--- src/rtl/cmd_rx_pkg.sv ---
package cmd_rx_pkg;
  localparam int ADDR_W = 4;

  typedef struct packed {
    logic shift;   // take one bit into the chain
    logic drive;   // update the serial output
    logic commit;  // write the held word to the register file
  } rxStrobes_t;

  localparam logic [ADDR_W-1:0] ADDR_NOOP   = 4'h0;
  localparam logic [ADDR_W-1:0] ADDR_DECODE = 4'h9;
  localparam logic [ADDR_W-1:0] ADDR_BRIGHT = 4'hA;
  localparam logic [ADDR_W-1:0] ADDR_SCAN   = 4'hB;
  localparam logic [ADDR_W-1:0] ADDR_SHUT   = 4'hC;
  localparam logic [ADDR_W-1:0] ADDR_SPARE0 = 4'hD;
  localparam logic [ADDR_W-1:0] ADDR_SPARE1 = 4'hE;
  localparam logic [ADDR_W-1:0] ADDR_TEST   = 4'hF;
endpackage

--- src/rtl/cmd_rx_ctrl.sv ---
module cmd_rx_ctrl
  import cmd_rx_pkg::*;
#(
  parameter int SYNC_STAGES = 2,
  parameter bit SELECT_MODE = 1'b0
) (
  input  logic       clk,
  input  logic       rstN,
  input  logic       sclkIn,
  input  logic       dataIn,
  input  logic       loadIn,
  output rxStrobes_t strobes,
  output logic       dataBit
);
  localparam int TOP = SYNC_STAGES - 1;

  logic [TOP:0] sclkSync, dataSync, loadSync;
  logic sclkPrev, loadPrev;
  logic sclkRise, sclkFall, loadRise, clkGate;

  always_ff @(posedge clk or negedge rstN) begin
    if (!rstN) begin
      sclkSync <= '0;
      dataSync <= '0;
      loadSync <= '0;
      sclkPrev <= 1'b0;
      loadPrev <= 1'b0;
    end else begin
      sclkSync <= {sclkSync[TOP-1:0], sclkIn};
      dataSync <= {dataSync[TOP-1:0], dataIn};
      loadSync <= {loadSync[TOP-1:0], loadIn};
      sclkPrev <= sclkSync[TOP];
      loadPrev <= loadSync[TOP];
    end
  end

  assign sclkRise = sclkSync[TOP] & ~sclkPrev;
  assign sclkFall = ~sclkSync[TOP] & sclkPrev;
  assign loadRise = loadSync[TOP] & ~loadPrev;

  generate
    if (SELECT_MODE) begin : g_select
      assign clkGate = ~loadSync[TOP];
    end else begin : g_plain
      assign clkGate = 1'b1;
    end
  endgenerate

  assign strobes.shift  = sclkRise & clkGate;
  assign strobes.drive  = sclkFall & clkGate;
  assign strobes.commit = loadRise;
  assign dataBit        = dataSync[TOP];
endmodule

--- src/rtl/cmd_rx_datapath.sv ---
module cmd_rx_datapath
  import cmd_rx_pkg::*;
#(
  parameter int WORD_W     = 16,
  parameter int DATA_W     = 8,
  parameter int NUM_DIGITS = 8,
  parameter int BRIGHT_W   = 4
) (
  input  logic                         clk,
  input  logic                         rstN,
  input  rxStrobes_t                   strobes,
  input  logic                         dataBit,
  output logic                         serOut,
  output logic [NUM_DIGITS*DATA_W-1:0] digitData,
  output logic [NUM_DIGITS-1:0]        decodeSel,
  output logic [BRIGHT_W-1:0]          brightness,
  output logic [$clog2(NUM_DIGITS)-1:0] scanLast,
  output logic                         shutdownOn,
  output logic                         testOn
);
  localparam int SCAN_W = $clog2(NUM_DIGITS);

  // one stage beyond the word gives the extra serial cycle of delay
  logic [WORD_W:0]          chain;
  logic [ADDR_W-1:0]        addr;
  logic [DATA_W-1:0]        data;
  logic [DATA_W-1:0]        digitMem [NUM_DIGITS];
  logic                     runReg;

  assign addr = chain[DATA_W +: ADDR_W];
  assign data = chain[DATA_W-1:0];

  always_ff @(posedge clk or negedge rstN) begin
    if (!rstN) begin
      chain  <= '0;
      serOut <= 1'b0;
    end else begin
      if (strobes.shift) chain  <= {chain[WORD_W-1:0], dataBit};
      if (strobes.drive) serOut <= chain[WORD_W];
    end
  end

  generate
    for (genvar i = 0; i < NUM_DIGITS; i++) begin : g_digit
      always_ff @(posedge clk or negedge rstN) begin
        if (!rstN) digitMem[i] <= '0;
        else if (strobes.commit && addr == ADDR_W'(i + 1)) digitMem[i] <= data;
      end
      assign digitData[i*DATA_W +: DATA_W] = digitMem[i];
    end
  endgenerate

  always_ff @(posedge clk or negedge rstN) begin
    if (!rstN) begin
      decodeSel  <= '0;
      brightness <= '0;
      scanLast   <= '0;
      runReg     <= 1'b0;
      testOn     <= 1'b0;
    end else if (strobes.commit) begin
      case (addr)
        ADDR_DECODE: decodeSel  <= data[NUM_DIGITS-1:0];
        ADDR_BRIGHT: brightness <= data[BRIGHT_W-1:0];
        ADDR_SCAN:   scanLast   <= data[SCAN_W-1:0];
        ADDR_SHUT:   runReg     <= data[0];
        ADDR_TEST:   testOn     <= data[0];
        default: ;
      endcase
    end
  end

  assign shutdownOn = ~runReg;

  // the register file moves only on a commit
  assert_regs_hold_R3: assert property (@(posedge clk) disable iff (!rstN)
    !strobes.commit |=> $stable(digitData) && $stable(decodeSel) && $stable(brightness)
                        && $stable(scanLast) && $stable(shutdownOn) && $stable(testOn));

  // no-op and spare addresses leave every register alone
  assert_ignored_addr_R6: assert property (@(posedge clk) disable iff (!rstN)
    strobes.commit && (addr == ADDR_NOOP || addr == ADDR_SPARE0 || addr == ADDR_SPARE1)
    |=> $stable(digitData) && $stable(decodeSel) && $stable(brightness)
        && $stable(scanLast) && $stable(shutdownOn) && $stable(testOn));

  // the serial output moves only after a falling serial clock edge
  assert_out_on_fall_R4: assert property (@(posedge clk) disable iff (!rstN)
    !strobes.drive |=> $stable(serOut));

  // the chain moves only on an accepted rising edge
  assert_chain_hold_R2: assert property (@(posedge clk) disable iff (!rstN)
    !strobes.shift |=> $stable(chain));

  // a shutdown-register commit leaves the flag as the inverse of data bit 0
  assert_shut_polarity_R7: assert property (@(posedge clk) disable iff (!rstN)
    strobes.commit && addr == ADDR_SHUT |=> shutdownOn == !$past(data[0]));
endmodule

--- src/rtl/cmd_word_receiver.sv ---
module cmd_word_receiver
  import cmd_rx_pkg::*;
#(
  parameter int WORD_W      = 16,
  parameter int DATA_W      = 8,
  parameter int NUM_DIGITS  = 8,
  parameter int BRIGHT_W    = 4,
  parameter int SYNC_STAGES = 2,
  parameter bit SELECT_MODE = 1'b0
) (
  input  logic                          clk,
  input  logic                          rstN,
  input  logic                          serClk,
  input  logic                          serData,
  input  logic                          serLoad,
  output logic                          serOut,
  output logic [NUM_DIGITS*DATA_W-1:0]  digitData,
  output logic [NUM_DIGITS-1:0]         decodeSel,
  output logic [BRIGHT_W-1:0]           brightness,
  output logic [$clog2(NUM_DIGITS)-1:0] scanLast,
  output logic                          shutdownOn,
  output logic                          testOn
);
  rxStrobes_t strobes;
  logic       dataBit;

  cmd_rx_ctrl #(.SYNC_STAGES(SYNC_STAGES), .SELECT_MODE(SELECT_MODE)) u_ctrl (
    .clk(clk), .rstN(rstN), .sclkIn(serClk), .dataIn(serData), .loadIn(serLoad),
    .strobes(strobes), .dataBit(dataBit));

  cmd_rx_datapath #(.WORD_W(WORD_W), .DATA_W(DATA_W), .NUM_DIGITS(NUM_DIGITS),
                    .BRIGHT_W(BRIGHT_W)) u_data (
    .clk(clk), .rstN(rstN), .strobes(strobes), .dataBit(dataBit), .serOut(serOut),
    .digitData(digitData), .decodeSel(decodeSel), .brightness(brightness),
    .scanLast(scanLast), .shutdownOn(shutdownOn), .testOn(testOn));
endmodule

--- config.mk ---
export PLATFORM = sky130hd
export DESIGN_NAME = cmd_word_receiver
export DESIGN_NICKNAME = d
export VERILOG_FILES = /design/src/rtl/cmd_rx_pkg.sv /design/src/rtl/cmd_rx_ctrl.sv /design/src/rtl/cmd_rx_datapath.sv /design/src/rtl/cmd_word_receiver.sv
export SDC_FILE = /design/constraint.sdc
export NUM_CORES = 1
export LEC_CHECK = 0
export BUFFER_PORTS_ARGS = -buffer_cell sky130_fd_sc_hd__buf_4
export CORE_ASPECT_RATIO = 0.9
export CORE_MARGIN = 4
export CORE_UTILIZATION = 40
export DETAILED_ROUTE_END_ITERATION = 7
export SLEW_MARGIN = 5
export SYNTH_ARGS = -nofsm -noshare
export SYNTH_HDL_FRONTEND = slang
export SYNTH_SLANG_ARGS = --single-unit
export TNS_END_PERCENT = 100
--- constraint.sdc ---
create_clock -name clk -period 1.88 [get_ports clk]
set_input_delay 0.188 -clock clk [delete_from_list [all_inputs] [get_ports clk]]
set_output_delay 0.188 -clock clk [all_outputs]
set_load 0.02 [all_outputs]
==> impl_metrics.json, run 1 <==
{
  "via_per_inst": 4.908,
  "ant_nets": 0,
  "hold_viol_final": 0,
  "stdcell_count": 467,
  "yosysTopAreaCellShare": 0.6595,
  "grt_pass1_wl_microns": 13430,
  "layout-drive-gt1-share": 0.6364,
  "ys_ff_latch": 107,
  "power_density_nw_per_um2": 1582,
  "synth_edf_count": 0,
  "synth_area_leader_cell": "dfrtp_1",
  "async_flop_share": 1.000,
  "synth-main-ff-cell": "dfrtp_1",
  "gp_congestion": 0.6830,
  "synth-seq-area-share": 0.6595,
  "synthTopCellsByCount": "107 x dfrtp_1, 91 x mux2_2, 8 x clkbuf_1, 8 x mux2_4, 7 x nand2_2",
  "postSynthAreaPerCell_sq_um": 16.78,
  "port_buffers": 86,
  "htreeDepth": 3,
  "setup_viol": 0,
  "sw_frac_of_total": 0.3468,
  "synth_nets": 247,
  "status": "finished, final reports clean",
  "cp.required_ns": 2.10,
  "cp_max_fo": 8,
  "critPathLaunchType": "register",
  "clkSinkCount": 107,
  "post-route-util": 0.5295,
  "ys_types": 19,
  "placement_rows": 34,
  "cts_resized": 0,
  "tritoncts": "built",
  "clkPwrFrac": 0.218,
  "peakVddDrop_mv": 0.6762,
  "cts_buffer_depth": 2,
  "drv_cap": 0,
  "finalCriticalPeriod_ns": 1.653,
  "drc": 0,
  "syn_area_sq_um": 4060,
  "timing.rr.start": "u_data.chain[10]$_DFFE_PN0P_",
  "synthCells": 242,
  "maxSlewViolCount": 0,
  "clock.fmax_ghz": 0.6048,
  "first_pass_iters": 3,
  "arrival_ns": 1.87,
  "wl_per_cell_microns": 17.96,
  "numCtsBuffers": 9,
  "die_x_microns": 114.2,
  "p_comb_frac": 0.326,
  "synth_area_leaders": "dfrtp_1 66%, mux2_2 25%, mux2_4 3.0%",
  "clock_latency_ns": 0.34,
  "p_switching_w": 0.002842,
  "relSlewSlack": 0.6267,
  "synth_most_common_cell": "dfrtp_1",
  "yosysWarnings": 0,
  "min_period_over_period": 0.8795,
  "final.setup.tns_ns": 0,
  "start_util": 0.4150,
  "grt_overflow": 0,
  "dieArea_sq_um": 11830,
  "num_vias": 2292,
  "first_global_vias": 2428,
  "worst_pin_slew_ns": 0.5600,
  "dieHeight_microns": 103.6,
  "clk_pin_slew_worst_paths_ns": 0.07,
  "io_pins": 87,
  "drtIter0Drc": 78,
  "fin_nets": 341,
  "leakagePower_nw": 2.653,
  "core_area_sq_um": 9784,
  "startpoint": "u_data.chain[10]$_DFFE_PN0P_",
  "grt_start_max_net_pins": 45,
  "wl_microns": 8385,
  "antenna-diode-count": 0,
  "worstSetupPathType": "register to register",
  "antenna_found_initial": 0,
  "groute.usage.overall": 0.1468,
  "dp.cells": 447,
  "cts_root_buffer": "clkbuf_16",
  "rsz0062_at_grt": "no",
  "cp-end-kind": "register",
  "skew_ns": 0.008667,
  "area_growth_pct": 27.61,
  "min-delay-path-class": "input port to async pin",
  "seq_power_share": 0.456,
  "hpwlAfterDp_microns": 5634,
  "p_int_w": 0.005353
}
-- sequential cells by signal, indices dropped and copies added, names as in the netlist, 2 cells and up --
signal	count
u_data.scanLast	3
u_data.digitData	64
u_ctrl.dataSync	2
u_ctrl.sclkSync	2
u_data.brightness	4
u_data.chain	17
u_data.decodeSel	8
u_ctrl.loadSync	2
-- power by group through the flow --
stage                     Sequential (W)  Clock (W)  Combinational [W]
after floorplan                  0.00413          0            0.00101
after global placement           0.00377          0            0.00267
after detailed placement         0.00380          0            0.00271
after CTS                        0.00376    0.00185            0.00272
after global routing             0.00386    0.00194            0.00285
final                            0.00373    0.00179            0.00267
-- per-layer routing --
metal  GRT usage  routed length [microns]  vias to the layer above
met3     0.04140                      531                        8
met5           0                        0                        -
met4     0.04326                      100                        0
met2      0.2232                     3739                       65
met1      0.2054                     4014                     1185
li1            -                        -                     1034
-- cells in the final DEF (no fill, tap or decap), drive strengths merged --
| cell type | instances |
|---|---|
| dfrtp | 107 |
| mux2 | 99 |
| buf | 91 |
| clkbuf | 10 |
| nand2 | 8 |
| nor2b | 4 |
| dlygate4sd3 | 4 |
| and2 | 4 |
| inv | 4 |
| clkinv | 3 |
| nand4 | 2 |
| and4bb | 2 |
| nor2 | 1 |
| nor4b | 1 |
| nand2b | 1 |
-- final timing paths --
| check | end | slack (ns) | cells past startpoint |
|---|---|---|---|
| min in group clk | u_ctrl.loadSync[1]$_DFF_PN0_ | 0.35 | 0 |
| max reg2reg | u_data.digitData[17]$_DFFE_PN0P_ | 0.23 | 3 |
| max in group asynchronous | u_data.digitData[8]$_DFFE_PN0P_ | 1.00 | 3 |
| min | u_data.digitData[2]$_DFFE_PN0P_ | 0.30 | 2 |
| min reg2reg | u_ctrl.loadSync[1]$_DFF_PN0_ | 0.35 | 0 |
| max | u_data.digitData[17]$_DFFE_PN0P_ | 0.23 | 3 |
-- cell type report --
cell class                      instances  area [sq um]
Clock buffer                           10         239.0
Clock inverter                          6         47.55
Fill cell                             862          4603
Inverter                                1         3.754
Multi-Input combinational cell        122          1320
Sequential cell                       107          2678
Tap cell                              126         157.7
Timing Repair Buffer                   95         735.7
-- kinds of logic after synthesis --
kind of cell / share of synthesized area
buf+inv: 0.01541
flops: 0.6595
mux: 0.2820
simple gates: 0.04314
-- what timing repair did --
item | in CTS | in global routing
endpoints found under the setup margin | 0 | 0
setup buffers | 0 | 0
endpoints found under the hold margin | 27 | 0
hold buffers | 4 | 0
-- worst max-delay path: stages, from the launching register on --
cell	delay [ns]
dfrtp_1	0.47
nor4b_4	0.31
and2_1	0.38
mux2_2	0.38
-- metrics by stage --
step | instance area [sq um] | total power [W] | setup slack (ns) | hold slack (ns)
2_1_floorplan | 4060 | 0.005138 | 0.3591 | -0.1076
3_3_place_gp | 4855 | 0.006433 | 0.2616 | 0.1235
3_5_place_dp | 4855 | 0.006507 | 0.2276 | 0.1248
4_1_cts | 5181 | 0.008328 | 0.2171 | 0.3020
5_1_grt | 5181 | 0.008647 | 0.1494 | 0.3182
6_report | 5181 | 0.008195 | 0.2265 | 0.3042
No activity file was read; power rests on OpenSTA's default activity.
==> run 2: changes to the inputs <==
--- a/config.mk
+++ b/config.mk
@@ -10,6 +10,7 @@
 export CORE_MARGIN = 4
 export CORE_UTILIZATION = 40
 export DETAILED_ROUTE_END_ITERATION = 7
+export SETUP_SLACK_MARGIN = 0.4
 export SLEW_MARGIN = 5
 export SYNTH_ARGS = -nofsm -noshare
 export SYNTH_HDL_FRONTEND = slang
==> run 2 against run 1 <==
  * Clock skew is 0.0022 ns lower
  * Combinational power up 5%
  * Highest routed layer unchanged
  * Sequential cell count unchanged
  * Final cell count is 0.43% higher
  * Register-to-register slack improved by 0.15 ns
  * Maximum frequency is 10% higher
  * Worst setup slack better by 0.15 ns
  * First-iteration DRC count is 42% higher
  * Power increased by 2.6%
  * Sequential power is essentially flat
  * Final area increased by 2.4%
==> impl_metrics.json, run 2 (same netlist as run 1, synthesis figures left out) <==
{
  "status": "finished, final reports clean",
  "largest_register_ffs": 64,
  "ant_nets": 0,
  "core_area_sq_um": 9784,
  "startpoint": "u_ctrl.loadPrev$_DFF_PN0_",
  "hpwlAfterDp_microns": 5726,
  "numCtsBuffers": 9,
  "first_pass_iters": 4,
  "worstSetupPathType": "register to register",
  "cp_max_fo": 8,
  "critPathLaunchType": "register",
  "hold_viol_final": 0,
  "clock_latency_ns": 0.33,
  "min_period_over_period": 0.7992,
  "setup_viol": 0,
  "min-delay-start": "u_ctrl.dataSync[0]$_DFF_PN0_",
  "tritoncts": "built",
  "gp_congestion": 0.7381,
  "power_density_nw_per_um2": 1586,
  "clk_pin_slew_worst_paths_ns": 0.07,
  "leakagePower_nw": 2.710,
  "worst_pin_slew_ns": 0.5989,
  "start_util": 0.4150,
  "antenna-diode-count": 0,
  "p_total_w": 0.008411,
  "relSlewSlack": 0.6007,
  "setup_ws_ns": 0.3776,
  "drtIter0Drc": 111,
  "io_pins": 87,
  "min_path_cells": 0,
  "r2r_end": "u_data.digitData[55]$_DFFE_PN0P_",
  "maxSlewViolCount": 0,
  "cp.required_ns": 2.10,
  "area_growth_pct": 30.63,
  "cp-end-kind": "register",
  "drc": 0,
  "drv_cap": 0,
  "grt_start_max_net_pins": 39,
  "dieArea_sq_um": 11830,
  "antenna_found_initial": 0,
  "timing.rr.start": "u_ctrl.loadPrev$_DFF_PN0_",
  "finalCriticalPeriod_ns": 1.502,
  "htreeDepth": 3,
  "grt_overflow": 0,
  "clkSinkCount": 107,
  "via_per_inst": 4.928,
  "final.setup.tns_ns": 0,
  "wl_microns": 8506,
  "r2r_cells": 3,
  "port_buffers": 86,
  "rrSetupSlack_ns": 0.38,
  "num_vias": 2311,
  "post-route-util": 0.5421,
  "rsz0062_at_grt": "yes",
  "final_cell_mix": "105 x dfrtp_1, 90 x buf_4, 81 x mux2_2",
  "wl_per_cell_microns": 18.14,
  "grt_pass1_wl_microns": 13640,
  "placement_rows": 34,
  "clock.fmax_ghz": 0.6656,
  "dieHeight_microns": 103.6,
  "min-delay-path-class": "register to register",
  "groute.usage.overall": 0.1475,
  "fin_nets": 343,
  "preCtsSetupSlack_ns": 0.2428,
  "layout-drive-gt1-share": 0.6501,
  "final_common_cell": "dfrtp_1",
  "holdPathEnd": "u_ctrl.dataSync[1]$_DFF_PN0_",
  "peakVddDrop_mv": 0.8095,
  "cts_buffer_depth": 2,
  "die_x_microns": 114.2,
  "arrival_ns": 1.72,
  "skew_ns": 0.006513,
  "cts_root_buffer": "clkbuf_16",
  "first_global_vias": 2447
}
run 2: layer usage:
metal	share of wire	up-vias	wire length, microns	global-route usage
met2	0.45	64	3866	0.2128
met3	0.058	4	491	0.03732
met1	0.48	1206	4094	0.2200
met4	0.0062	0	53	0.04326
met5	0	-	0	0
li1	-	1037	-	-
run 2: worst max-delay path, stage by stage, from the launching register on:
cell and delay (ns):
dfrtp_1 0.42, and4bb_4 0.40, and2_4 0.25, mux2_4 0.31
run 2: worst max-delay path by stage:
stage / end / slack, ns
after floorplan: u_data.digitData[16]$_DFFE_PN0P_ / 0.39
after global placement: u_data.digitData[16]$_DFFE_PN0P_ / 0.29
after detailed placement: u_data.digitData[19]$_DFFE_PN0P_ / 0.24
after CTS: u_data.digitData[55]$_DFFE_PN0P_ / 0.36
after global routing: u_data.digitData[55]$_DFFE_PN0P_ / 0.33
final: u_data.digitData[55]$_DFFE_PN0P_ / 0.38
run 2: per-stage QoR:
| step | hold slack [ns] | area (sq um) | instances |
|---|---|---|---|
| after floorplan | -0.1076 | 4064 | 242 |
| after global placement | 0.1886 | 4867 | 447 |
| after detailed placement | 0.1944 | 4867 | 447 |
| after CTS | 0.3525 | 5221 | 467 |
| after global routing | 0.3554 | 5304 | 469 |
| final | 0.3507 | 5304 | 469 |
run 2: report_power, final:
group	switching [W]	leakage (nW)	internal (W)
Clock	0.000790	0.144	0.00108
Sequential	0.000719	1.42	0.00303
Combinational	0.00133	1.15	0.00147
run 2: layout make-up:
class                           count  area (sq um)
Clock buffer                       13         250.2
Timing Repair Buffer               97         767.0
Multi-Input combinational cell    122          1398
Clock inverter                      3         47.55
Tap cell                          126         157.7
Sequential cell                   107          2680
Inverter                            1         3.754
Fill cell                         833          4481
run 2: what timing repair did:
item                       in CTS  in global routing
gates resized for setup         6                 18
setup endpoints to repair      36                 68
hold endpoints to repair       38                  0
setup buffers                   0                  2
pin swaps                       1                  3
hold buffers                    4                  0
